`src/rtl/tlb_prot.sv`:
```
module tlb_prot #(
  parameter int ENTRIES = 8,
  parameter int VA_W    = 32,
  parameter int OFF_W   = 12,
  parameter int PPN_W   = 20
) (
  input  logic                  clk,
  input  logic                  rst_n,
  input  logic                  lk_valid,
  input  logic [VA_W-1:0]       lk_va,
  input  logic                  lk_write,
  input  logic                  lk_user,
  input  logic                  flush,
  input  logic                  rf_valid,
  input  logic                  rf_fault,
  input  logic [VA_W-OFF_W-1:0] rf_vpn,
  input  logic [PPN_W-1:0]      rf_ppn,
  input  logic                  rf_r,
  input  logic                  rf_w,
  input  logic                  rf_k,
  input  logic                  rf_d,
  output logic [PPN_W+OFF_W-1:0] pa,
  output logic                  hit,
  output logic                  miss,
  output logic                  prot_fault,
  output logic                  hit_dirty,
  output logic                  walk_req,
  output logic [VA_W-OFF_W-1:0] walk_vpn,
  output logic                  page_fault
);
  localparam int VPN_W = VA_W - OFF_W;
  localparam int IDX_W = (ENTRIES > 1) ? $clog2(ENTRIES) : 1;

  logic [ENTRIES-1:0] ev, er, ew, ek, ed;
  logic [VPN_W-1:0]   etag [ENTRIES];
  logic [PPN_W-1:0]   eppn [ENTRIES];
  logic [IDX_W-1:0]   rr;

  wire [VPN_W-1:0] vpn = lk_va[VA_W-1:OFF_W];

  logic [ENTRIES-1:0] lk_m, rf_m;
  for (genvar i = 0; i < ENTRIES; i++) begin : g_cmp
    assign lk_m[i] = ev[i] && (etag[i] == vpn);
    assign rf_m[i] = ev[i] && (etag[i] == rf_vpn);
  end

  logic [IDX_W-1:0] hidx, midx, fidx, vidx;
  always_comb begin
    hidx = '0;
    midx = '0;
    fidx = '0;
    for (int i = 0; i < ENTRIES; i++) begin
      if (lk_m[i]) hidx = IDX_W'(i);
      if (rf_m[i]) midx = IDX_W'(i);
    end
    for (int i = ENTRIES - 1; i >= 0; i--)
      if (!ev[i]) fidx = IDX_W'(i);
  end

  wire rf_present = |rf_m;
  wire all_valid  = &ev;
  assign vidx = rf_present ? midx : (all_valid ? rr : fidx);

  wire any_m = |lk_m;
  wire viol  = (lk_user && ek[hidx]) || (lk_write ? !ew[hidx] : !er[hidx]);

  assign hit        = lk_valid && any_m;
  assign miss       = lk_valid && !any_m;
  assign prot_fault = hit && viol;
  assign hit_dirty  = hit && ed[hidx];
  assign pa         = (hit && !viol) ? {eppn[hidx], lk_va[OFF_W-1:0]} : '0;

  wire install = rf_valid && !rf_fault && !flush;

  always_ff @(posedge clk or negedge rst_n) begin
    if (!rst_n) begin
      ev <= '0; er <= '0; ew <= '0; ek <= '0; ed <= '0;
      rr <= '0;
    end else if (flush) begin
      ev <= '0;
    end else begin
      if (hit && lk_write && !viol) ed[hidx] <= 1'b1;
      if (install) begin
        ev[vidx] <= 1'b1;
        er[vidx] <= rf_r;
        ew[vidx] <= rf_w;
        ek[vidx] <= rf_k;
        ed[vidx] <= rf_d;
        if (!rf_present && all_valid)
          rr <= (rr == IDX_W'(ENTRIES - 1)) ? '0 : rr + 1'b1;
      end
    end
  end

  always_ff @(posedge clk) begin
    if (install) begin
      etag[vidx] <= rf_vpn;
      eppn[vidx] <= rf_ppn;
    end
  end

  always_ff @(posedge clk or negedge rst_n) begin
    if (!rst_n) begin
      walk_req   <= 1'b0;
      walk_vpn   <= '0;
      page_fault <= 1'b0;
    end else begin
      page_fault <= rf_valid && rf_fault;
      if (rf_valid) walk_req <= 1'b0;
      else if (miss && !walk_req) begin
        walk_req <= 1'b1;
        walk_vpn <= vpn;
      end
    end
  end

  assert_hit_miss_excl_R11: assert property (@(posedge clk) disable iff (!rst_n)
    !(hit && miss));
  assert_fault_on_hit_R5: assert property (@(posedge clk) disable iff (!rst_n)
    prot_fault |-> (hit && pa == '0));
  assert_walk_raise_R2: assert property (@(posedge clk) disable iff (!rst_n)
    (miss && !rf_valid) |=> walk_req);
  assert_refill_visible_R3: assert property (@(posedge clk) disable iff (!rst_n)
    (lk_valid && $past(install) && vpn == $past(rf_vpn)) |-> hit);
  assert_flush_empty_R8: assert property (@(posedge clk) disable iff (!rst_n)
    $past(flush) |-> !hit);
  assert_pf_source_R9: assert property (@(posedge clk) disable iff (!rst_n)
    page_fault |-> $past(rf_valid && rf_fault));
  assert_dirty_set_R7: assert property (@(posedge clk) disable iff (!rst_n)
    ($past(hit && lk_write && !prot_fault && !rf_valid && !flush) &&
     hit && vpn == $past(vpn)) |-> hit_dirty);
endmodule

```
`config.mk`:
```
export PLATFORM = sky130hd
export DESIGN_NAME = tlb_prot
export DESIGN_NICKNAME = d
export VERILOG_FILES = /design/src/rtl/tlb_prot.sv
export SDC_FILE = /design/constraint.sdc
export NUM_CORES = 1
export LEC_CHECK = 0
export BUFFER_PORTS_ARGS = -buffer_cell sky130_fd_sc_hd__buf_2
export CAP_MARGIN = 30
export CORE_MARGIN = 2
export CORE_UTILIZATION = 60
export CTS_CLUSTER_DIAMETER = 30
export DETAILED_ROUTE_END_ITERATION = 12
export GPL_ROUTABILITY_DRIVEN = 1
export PLACE_DENSITY = 0.8
export REMOVE_ABC_BUFFERS = 1
export SLEW_MARGIN = 15
export SYNTH_ARGS = -nofsm -noshare
export SYNTH_HDL_FRONTEND = slang
export SYNTH_SLANG_ARGS = --single-unit
```
`constraint.sdc`:
```
create_clock -name clk -period 6 [get_ports clk]
set_clock_uncertainty 0.1 [all_clocks]
set_input_delay 0.3 -clock clk [delete_from_list [all_inputs] [get_ports clk]]
set_output_delay 0.3 -clock clk [all_outputs]
set_load 0.01 [all_outputs]
```
==> metrics <==
All-Layer GR Usage=34.8%; pwr/cell area=352 nW/µm²; Die Y=180 µm; count leader, synth=edfxtp_1; DR WL/cell=27.1 µm; top cells by area, synth=edfxtp_1 52%, xnor2_1 10%, dfrtp_1 8.8%, xor2_1 4.7%, nand2_1 2.7%; Post-synth top cells=320 x edfxtp_1, 213 x xnor2_1, 131 x nand2_1, 99 x xor2_1, 72 x nand4_1; met3 usage=10.6%; CP Capture Type=primary output; warnings from Yosys=0; syn_area_per_cell=12.9 µm²; number of synthesized flops with an enable pin=320; final std cells w/o fill=2088; path type of the worst min-delay path=primary input to flip-flop; worst-path maximum fanout=32; Slew headroom=39.3%; Core Region=30400 µm²; Worst Max-Slew Pin Slew=0.909 ns; post-cts resize count=0; placed insts=1921; met2 Track Usage GR=53.2%; root buf cell=clkbuf_16; Mapped Area=18500 µm²; remaining global-route overflow=0; endpoints failing setup=0; busiest grt layer=met2; die footprint=32200 µm²; CTS Buf Count=75; Starting Density=60.7%; Synth cell types=70; Detail Route Antenna Nets=0; Port Buf Inserts=141; final core utilization=74.4%; Slew Viols, Final=0; period utilization=87.2%; DPL Wire Length=34700 µm; row cnt=64; TritonRoute pass-1 iters=5; leak pwr=8.27 nW; FFs w/ async S/R, synth=16.9%; worst slack, placed=1.42 ns; unrepaired setup endpoints after global routing=no; area grow syn2layout=22.5%; Clock Path Buffers=3; outcome=completed; MaxCap Viol Count=0; top_reg_cell synth=edfxtp_1; RePlAce Congestion=0.954; CTS tree=done; final setup margin=0.769 ns; met1 GRT Util=47.6%; Die Width=180 µm; CP startpoint kind=flip-flop; Tot Pwr=7.97 mW; total clock sinks=385; area leader, netlist=edfxtp_1; Ports=142; Final Hold Fails=0; Via density=6.48; worst vdd ir=0.315 mV; # nets final=1717; pin count of the biggest net entering global routing=66; post-CTS setup buffers=0; Seq cells post-synth=385; routed vias=13539; critical path class=flip-flop to primary output; Synth Instances=1431; drt drc=0; first-iteration detailed-routing DRC count=1820; vias in the first global route=13403; Highest Clock Rate=0.191 GHz; Worst-Skew Late Latency=0.59 ns; data required time of the worst path=5.60 ns; clock slew at reported path FFs=0.05 ns; Min Clock Period, post-route=5.23 ns; sequential-to-total area share from yosys stat=60.8%; number of H-tree levels=3; layout cells sized above 1=21.6%; first-pass GRT wire length=84200 µm; Post-Route WL=56500 µm; initial antenna violation count=0; ANT cells=0; share of the synthesized area in the top cell type=52.0%; Worst EP arrival=4.83 ns; setup TNS=0 ns
-- layout make-up --
class	instances	area (µm²)
clock buffer	83	1950
clock inverter	55	793
fill	1850	7780
inverter	24	90.1
multi-input combinational	946	6830
sequential	385	11200
tap	396	495
timing repair buffer	199	1250
-- logic make-up after synthesis --
family,Yosys count,share of synthesized area [%]
AOI/OAI and AO/OA,140,5.46
DFF,385,60.8
and+or+nand+nor,437,12.8
muxes,47,2.86
buffers and inverters,100,2.47
xor gates and xnor gates,320,15.5
adders and majority gates,2,0.135
-- repair_timing --
item,4_1_cts,5_1_grt
hold endpoints to repair,243,0
hold buffers,28,0
endpoints found under the setup margin,0,0
-- layer usage --
metal	wire [µm]	part of all wire, %
met1	21700	38
met2	25600	45
met3	7200	13
met4	2050	3.6
met5	0	0
-- metrics by stage --
stage / area (µm²) / hold slack (ns)
after floorplan: 18100 / -0.0956
after global placement: 19600 / 0.362
after detailed placement: 19600 / 0.371
after CTS: 22600 / 0.0184
after global routing: 22600 / 0.0396
final: 22600 / 0.0442
-- worst max-delay path, cell delays in order, from the launching register on --
cell and delay [ns]:
edfxtp_1 0.41, xnor2_1 0.42, nand4_1 0.15, nor4_1 0.38, nand4_1 0.47, a311oi_2 0.60
nor3_1 0.09, o31ai_1 0.46, a32oi_1 0.25, nor3b_2 0.21, buf_4 0.35, and3_1 0.26
buf_2 0.16
-- path summary, 6_finish.rpt --
| path | cells past startpoint | endpoint | slack, ns | startpoint |
|---|---|---|---|---|
| max in group asynchronous | 3 | er[0] | 4.87 | rst_n |
| min | 2 | ek[5] | 0.04 | rf_k |
| min in group asynchronous | 3 | walk_vpn[5] | 0.34 | rst_n |
| min reg2reg | 1 | walk_vpn[18] | 0.38 | walk_vpn[18] |
| max | 12 | pa[26] | 0.77 | etag[3][13] |
| max reg2reg | 9 | etag[2][12] | 1.58 | etag[6][8] |
-- flip-flops by register name, indices dropped and copies added (netlist names) --
signal,count
rr,3
ev,8
ek,8
page_fault,1
er,8
walk_req,1
eppn,160
walk_vpn,20
ed,8
etag,160
ew,8
-- layout by cell type (no fill, tap or decap), drive strengths merged, types with 47 or more instances in the layout --
| cell type | synthesis | routed |
|---|---|---|
| buf | 39 | 171 |
| clkbuf | 37 | 83 |
| dfrtp | 65 | 65 |
| edfxtp | 320 | 320 |
| mux2 | 47 | 47 |
| nand2 | 131 | 131 |
| nand3 | 65 | 65 |
| nand4 | 72 | 72 |
| xnor2 | 221 | 221 |
| xor2 | 99 | 99 |
-- where the power goes --
group	total [mW]	leakage (nW)	switching, mW	internal [mW]
Sequential	2.99	3.72	0.0284	2.96
Combinational	0.474	3.23	0.299	0.175
Clock	4.51	1.32	1.49	3.02
Total	7.97	8.27	1.81	6.15
Note: power is estimated with default switching activity, not from simulation.
